**src/rtl/drefresh_pkg.sv**
```systemverilog
package drefresh_pkg;

  typedef enum logic [2:0] {
    ST_PWR, ST_IDLE, ST_CSET, ST_RLOW, ST_PRE, ST_SENT, ST_SHOLD, ST_SEXIT
  } seqState_t;

  typedef enum logic [2:0] {
    PH_CSR, PH_RAS, PH_RP, PH_SELF, PH_RPS
  } phaseSel_t;

  // strobes from control to datapath
  typedef struct packed {
    logic      phaseLoad;
    phaseSel_t phaseSel;
    logic      owedDec;
    logic      owedClr;
    logic      countEn;
  } seqCmd_t;

endpackage

```
**src/rtl/refresh_datapath.sv**
```systemverilog
module refresh_datapath
  import drefresh_pkg::*;
#(
  parameter int PWRUP_CYC    = 40000000,
  parameter int REF_CYC      = 3120,
  parameter int T_CSR_CYC    = 2,
  parameter int T_RAS_CYC    = 10,
  parameter int T_RP_CYC     = 6,
  parameter int SELF_MIN_CYC = 20000,
  parameter int T_RPS_CYC    = 19,
  parameter int MAX_OWED     = 8
) (
  input  logic    clk,
  input  logic    rstN,
  input  seqCmd_t cmd,
  output logic    phaseDone,
  output logic    owedAny
);
  localparam int M1 = (PWRUP_CYC > SELF_MIN_CYC) ? PWRUP_CYC : SELF_MIN_CYC;
  localparam int M2 = (T_RAS_CYC > T_RPS_CYC) ? T_RAS_CYC : T_RPS_CYC;
  localparam int M3 = (T_CSR_CYC > T_RP_CYC) ? T_CSR_CYC : T_RP_CYC;
  localparam int M4 = (M2 > M3) ? M2 : M3;
  localparam int LONGEST = (M1 > M4) ? M1 : M4;
  localparam int CW = $clog2(LONGEST + 1);
  localparam int TW = $clog2(REF_CYC);
  localparam int OW = $clog2(MAX_OWED + 1);

  logic [CW-1:0] phaseCnt, phaseLen;
  logic [TW-1:0] tickCnt;
  logic [OW-1:0] owed;
  logic          tickNow, owedInc;

  always_comb begin
    case (cmd.phaseSel)
      PH_CSR:  phaseLen = CW'(T_CSR_CYC - 1);
      PH_RAS:  phaseLen = CW'(T_RAS_CYC - 1);
      PH_RP:   phaseLen = CW'(T_RP_CYC - 1);
      PH_SELF: phaseLen = CW'(SELF_MIN_CYC - 1);
      default: phaseLen = CW'(T_RPS_CYC - 1);
    endcase
  end

  // one counter times every phase, the power-up pause included
  always_ff @(posedge clk or negedge rstN) begin
    if (!rstN)              phaseCnt <= CW'(PWRUP_CYC - 1);
    else if (cmd.phaseLoad) phaseCnt <= phaseLen;
    else if (phaseCnt != '0) phaseCnt <= phaseCnt - 1'b1;
  end
  assign phaseDone = (phaseCnt == '0);

  assign tickNow = (tickCnt == TW'(REF_CYC - 1));
  always_ff @(posedge clk or negedge rstN) begin
    if (!rstN)        tickCnt <= '0;
    else if (tickNow) tickCnt <= '0;
    else              tickCnt <= tickCnt + 1'b1;
  end

  assign owedInc = tickNow && cmd.countEn;
  always_ff @(posedge clk or negedge rstN) begin
    if (!rstN) owed <= '0;
    else if (cmd.owedClr) owed <= '0;
    else if (owedInc && !cmd.owedDec && owed != OW'(MAX_OWED)) owed <= owed + 1'b1;
    else if (!owedInc && cmd.owedDec && owed != '0) owed <= owed - 1'b1;
  end
  assign owedAny = (owed != '0);

endmodule

```
**src/rtl/refresh_control.sv**
```systemverilog
module refresh_control
  import drefresh_pkg::*;
#(
  parameter int INIT_CBR = 8
) (
  input  logic    clk,
  input  logic    rstN,
  input  logic    busGrant,
  input  logic    sleepReq,
  input  logic    wakeReq,
  input  logic    phaseDone,
  input  logic    owedAny,
  output seqCmd_t cmd,
  output logic    busReq,
  output logic    ready,
  output logic    rasN,
  output logic    ucasN,
  output logic    lcasN,
  output logic    weN
);
  localparam int IW = $clog2(INIT_CBR + 1);

  seqState_t state, nxtState;
  logic [IW-1:0] initLeft;
  logic postSelf, selfBusy, casLow, endCycle;

  assign ready    = (initLeft == '0);
  assign selfBusy = (state == ST_SENT) || (state == ST_SHOLD) || (state == ST_SEXIT);
  assign endCycle = (state == ST_PRE) && phaseDone;

  always_comb begin
    nxtState      = state;
    cmd.phaseLoad = 1'b0;
    cmd.phaseSel  = PH_CSR;
    cmd.owedDec   = 1'b0;
    cmd.owedClr   = 1'b0;
    cmd.countEn   = ready && !selfBusy;
    case (state)
      ST_PWR: if (phaseDone) nxtState = ST_IDLE;
      ST_IDLE: begin
        if (!ready || (busGrant && owedAny)) begin
          nxtState = ST_CSET; cmd.phaseLoad = 1'b1;
        end else if (busGrant && sleepReq) begin
          nxtState = ST_SENT; cmd.phaseLoad = 1'b1; cmd.owedClr = 1'b1;
        end
      end
      ST_CSET: if (phaseDone) begin
        nxtState = ST_RLOW; cmd.phaseLoad = 1'b1; cmd.phaseSel = PH_RAS;
      end
      ST_RLOW: if (phaseDone) begin
        nxtState = ST_PRE; cmd.phaseLoad = 1'b1; cmd.phaseSel = PH_RP;
      end
      ST_PRE: if (phaseDone) begin
        nxtState = ST_IDLE; cmd.owedDec = ready && !postSelf;
      end
      ST_SENT: if (phaseDone) begin
        nxtState = ST_SHOLD; cmd.phaseLoad = 1'b1; cmd.phaseSel = PH_SELF;
      end
      ST_SHOLD: if (phaseDone && wakeReq) begin
        nxtState = ST_SEXIT; cmd.phaseLoad = 1'b1; cmd.phaseSel = PH_RPS;
      end
      default: if (phaseDone) begin
        nxtState = ST_CSET; cmd.phaseLoad = 1'b1;
      end
    endcase
  end

  always_ff @(posedge clk or negedge rstN) begin
    if (!rstN) begin
      state    <= ST_PWR;
      initLeft <= IW'(INIT_CBR);
      postSelf <= 1'b0;
    end else begin
      state <= nxtState;
      if (endCycle && initLeft != '0) initLeft <= initLeft - 1'b1;
      if (state == ST_SEXIT && phaseDone) postSelf <= 1'b1;
      else if (endCycle)                  postSelf <= 1'b0;
    end
  end

  assign casLow = (state == ST_CSET) || (state == ST_RLOW) ||
                  (state == ST_SENT) || (state == ST_SHOLD);
  assign rasN   = !((state == ST_RLOW) || (state == ST_SHOLD));
  assign ucasN  = !casLow;
  assign lcasN  = !casLow;
  assign weN    = 1'b1;
  assign busReq = (state != ST_PWR) &&
                  ((state != ST_IDLE) || !ready || owedAny || sleepReq);

endmodule

```
**src/rtl/dram_refresh_seq.sv**
```systemverilog
module dram_refresh_seq
  import drefresh_pkg::*;
#(
  parameter int PWRUP_CYC    = 40000000,
  parameter int REF_CYC      = 3120,
  parameter int INIT_CBR     = 8,
  parameter int T_CSR_CYC    = 2,
  parameter int T_RAS_CYC    = 10,
  parameter int T_RP_CYC     = 6,
  parameter int SELF_MIN_CYC = 20000,
  parameter int T_RPS_CYC    = 19,
  parameter int MAX_OWED     = 8
) (
  input  logic clk,
  input  logic rstN,
  input  logic busGrant,
  input  logic sleepReq,
  input  logic wakeReq,
  output logic busReq,
  output logic ready,
  output logic rasN,
  output logic ucasN,
  output logic lcasN,
  output logic weN
);
  seqCmd_t cmd;
  logic    phaseDone, owedAny;

  refresh_control #(.INIT_CBR(INIT_CBR)) ctrl_i (
    .clk(clk), .rstN(rstN), .busGrant(busGrant), .sleepReq(sleepReq),
    .wakeReq(wakeReq), .phaseDone(phaseDone), .owedAny(owedAny), .cmd(cmd),
    .busReq(busReq), .ready(ready), .rasN(rasN), .ucasN(ucasN),
    .lcasN(lcasN), .weN(weN)
  );

  refresh_datapath #(
    .PWRUP_CYC(PWRUP_CYC), .REF_CYC(REF_CYC), .T_CSR_CYC(T_CSR_CYC),
    .T_RAS_CYC(T_RAS_CYC), .T_RP_CYC(T_RP_CYC), .SELF_MIN_CYC(SELF_MIN_CYC),
    .T_RPS_CYC(T_RPS_CYC), .MAX_OWED(MAX_OWED)
  ) dp_i (
    .clk(clk), .rstN(rstN), .cmd(cmd), .phaseDone(phaseDone), .owedAny(owedAny)
  );

endmodule

```
**config.mk**
```make
export PLATFORM = sky130hd
export DESIGN_NAME = dram_refresh_seq
export DESIGN_NICKNAME = d
export VERILOG_FILES = /design/src/rtl/drefresh_pkg.sv /design/src/rtl/refresh_datapath.sv /design/src/rtl/refresh_control.sv /design/src/rtl/dram_refresh_seq.sv
export SDC_FILE = /design/constraint.sdc
export NUM_CORES = 1
export LEC_CHECK = 0
export BUFFER_PORTS_ARGS = -buffer_cell sky130_fd_sc_hd__buf_2
export CAP_MARGIN = 10
export CORE_MARGIN = 4
export CORE_UTILIZATION = 50
export CTS_CLUSTER_DIAMETER = 50
export DETAILED_ROUTE_END_ITERATION = 12
export GPL_TIMING_DRIVEN = 1
export PLACE_DENSITY = 0.75
export SETUP_SLACK_MARGIN = 0.1
export SLEW_MARGIN = 20
export SYNTH_ARGS = -nofsm -noshare
export SYNTH_HDL_FRONTEND = slang
export SYNTH_SLANG_ARGS = --single-unit
```
**constraint.sdc**
```tcl
create_clock -name clk -period 3.1 [get_ports clk]
set_input_delay 0.62 -clock clk [delete_from_list [all_inputs] [get_ports clk]]
set_output_delay 0.62 -clock clk [all_outputs]
set_load 0.1 [all_outputs]
```
==> run metrics <==
Post-synth EDFFs 0; antenna violations before repair 0; switching share of power 0.207; part of the power in registers 0.578; HPWL Detailed 4680 um; Layout area overhead 14.1%; Fillers 529; H-tree levels 2; Syn Inst Count 328; critical path cell sequence inv_2, ha_4, or3b_4, buf_4, a21oi_4, nand3_1, or2_4, ha_4, a21o_1, a21o_1, a211o_1, mux2i_1, mux2_2; syn_nets 341; final WL 6500 um; average wire per standard cell 15.0 um; CTS root buffer clkbuf_8; Avg Cell Area, Syn 9.38 um^2; die area 7480 um^2; I/O Pins 11; post-synthesis cell type count 58; total CTS buffers 5; Util after Layout 0.590; iteration-0 DRC count of the detailed router 148; Max Fclk 329 MHz; internal power 0.000896 W; Mapped Area 3080 um^2; Post-route DRC 0; pin count of the biggest net entering global routing 46; CTS tree built; Yosys warning count 0; Worst slew margin 0.378; Via density 5.81; global-route wire length before repair 11,500 um; Overall Global Routing Usage 0.193; Initial Util 0.517; FP Rows 28; antenna cells 0; Most used DFF post-synth dfrtp_1; Detailed Routing Iterations Pass 1 4; Final Total Pwr 0.00113 W; PD cells 321 nW/um^2; Slew Limit Fails 0; status complete, no violations; via count 2,517; fin crit share 0.981; Final Hold Fails 0; clock transition at the registers of the reported paths 90 ps; startpoint types flip-flop; vias in the first global route 2,491; # nets final 370; max-cap viol count 0; unrepaired setup endpoints after global routing yes; Worst Path Arrival 3240 ps; overflow left after global routing 0; post-synthesis sequential area ratio 0.413; Worst Path Max Fanout 5; Tightest Hold Check Type in -> async; Async SR Flop Fraction 1.00; fin crit period 3040 ps; placeable core area 5960 um^2; Yosys reg bits 50; die height 86.5 um; ANT nets after route 0; critical path's slowest cell dfrtp_1; Clock Path Buffers 2; GPL Wtd Cong 0.838; Clk network pwr share 0.399; Clock Skews 6.24 ps; Worst-Margin Slew 921 ps; TritonCTS Sinks 50; die width 86.5 um; Hold Buf Count CTS 0; number of port buffers 9; reported leakage power 1.43 nW; share of cells above drive strength 1 0.249; final setup vio count 0; Setup crit end kind flip-flop; Reg area 1270 um^2; maximum VDD drop 0.303 mV; combinational power share 0.023; commonest non-fill, non-tap cell in the layout dfrtp_1; sw power 0.000233 W; crit-path max cell delay 400 ps; Clk Latency, worst-skew pair 310 ps; Req. time, crit path 3300 ps; multi-input combinational cell area 1750 um^2; most frequent cells in the layout 33 x dfrtp_1, 25 x nand2_1, 25 x buf_4; CP Class reg -> reg
==> cells in the mapped netlist, drive strengths merged, types with 2 or more instances <==
| master | number | area (um^2) |
|---|---|---|
| nand4 | 5 | 31.3 |
| o211ai | 2 | 15.0 |
| or4b | 3 | 30.0 |
| a21oi | 17 | 85.1 |
| o21ai | 14 | 70.1 |
| nand2b | 8 | 50.1 |
| a31oi | 3 | 18.8 |
| ha | 7 | 87.6 |
| nand2 | 25 | 93.8 |
| nand3 | 13 | 70.1 |
| buf | 7 | 42.5 |
| a21o | 5 | 37.5 |
| or3 | 11 | 75.1 |
| o2bb2ai | 2 | 17.5 |
| dfstp | 17 | 447 |
| and3 | 3 | 18.8 |
| mux2 | 4 | 45.0 |
| mux2i | 10 | 100 |
| inv | 15 | 56.3 |
| xnor2 | 13 | 114 |
| clkbuf | 4 | 15.0 |
| nor4 | 8 | 68.8 |
| a22oi | 3 | 22.5 |
| nor2b | 4 | 25.0 |
| o31ai | 8 | 60.1 |
| nor3 | 15 | 75.1 |
| or2 | 7 | 43.8 |
| xor2 | 9 | 78.8 |
| nor2 | 22 | 82.6 |
| o41ai | 3 | 26.3 |
| or4 | 10 | 80.1 |
| a211oi | 2 | 15.0 |
| dfrtp | 33 | 826 |
==> worst max-delay path, delay by kind of cell, from the launching register on <==
family / cells / cell delay (ps)
adder cells (fa/ha/maj): 2 / 350
multiplexers: 2 / 520
AO/OA/AOI/OAI: 4 / 630
AND/OR/NAND/NOR: 3 / 780
flip-flops: 1 / 400
buffers and inverters: 2 / 250
==> layout make-up <==
cell class                      instances  share of cell area
Clock buffer                            5              0.0196
Clock inverter                          3              0.0114
Inverter                               15              0.0160
Multi-Input combinational cell        252               0.499
Sequential cell                        50               0.362
Tap cell                               75              0.0267
Timing Repair Buffer                   33              0.0648
==> power by group through the flow <==
stage          combinational (W)  clock (W)  sequential, W
6_report               0.0000262   0.000450       0.000653
5_1_grt                0.0000296   0.000504       0.000653
4_1_cts                0.0000269   0.000472       0.000653
3_5_place_dp           0.0000268          0       0.000665
3_3_place_gp           0.0000266          0       0.000665
2_1_floorplan         0.00000877          0       0.000665
==> routing by layer <==
metal	part of all wire	vias to the layer above	global-route usage	wire length (um)
li1	-	1253	-	-
met1	0.47	1221	0.260	3070
met2	0.48	35	0.309	3090
met3	0.040	8	0.0466	258
met4	0.012	0	0.0581	81
met5	0	-	0	0
==> registers in the layout (all words and copies together), names as in the netlist <==
register,flops
ctrl_i.state,3
dp_i.phaseCnt,26
dp_i.tickCnt,12
ctrl_i.postSelf,1
dp_i.owed,4
ctrl_i.initLeft,4
==> worst paths after layout <==
path	from	endpoint	slack, ps	depth (start not counted)
setup / recovery	ctrl_i.initLeft[1]	dp_i.owed[3]	60	13
hold / removal	rstN	dp_i.phaseCnt[20]	310	1
setup reg to reg	ctrl_i.initLeft[1]	dp_i.owed[3]	60	13
hold reg to reg	dp_i.tickCnt[0]	dp_i.tickCnt[0]	480	1
max in group asynchronous	rstN	dp_i.phaseCnt[14]	2220	2
min in group clk	dp_i.tickCnt[0]	dp_i.tickCnt[0]	480	1
==> per-stage QoR <==
step,instances,instance area (um^2),TNS [ps],worst slack (ps),hold slack (ps)
floorplan,328,3130,-34.0,-34.0,324
global placement,419,3340,0,110,465
detailed placement,419,3340,0,22.6,469
CTS,430,3480,0,121,482
global route,433,3510,-60.7,-60.7,330
finish,433,3510,0,57.9,305
==> cells by family (layout without fill, tap and decap cells) <==
group	after synthesis	in the layout	share of synthesized area
simple gates	139	139	0.257
buf+inv	26	56	0.0370
flops	50	50	0.413
other cells	1	1	0.00122
fa+ha+maj	8	8	0.0350
compound gates	68	68	0.147
mux	14	14	0.0472
xor+xnor	22	22	0.0626
==> what timing repair did <==
item,CTS,global route
endpoints found under the setup margin,1,1
cloned,0,0
setup buffers,3,3
pin swaps,2,2
gates resized for setup,1,2
Power figures use the tool's default switching activity.
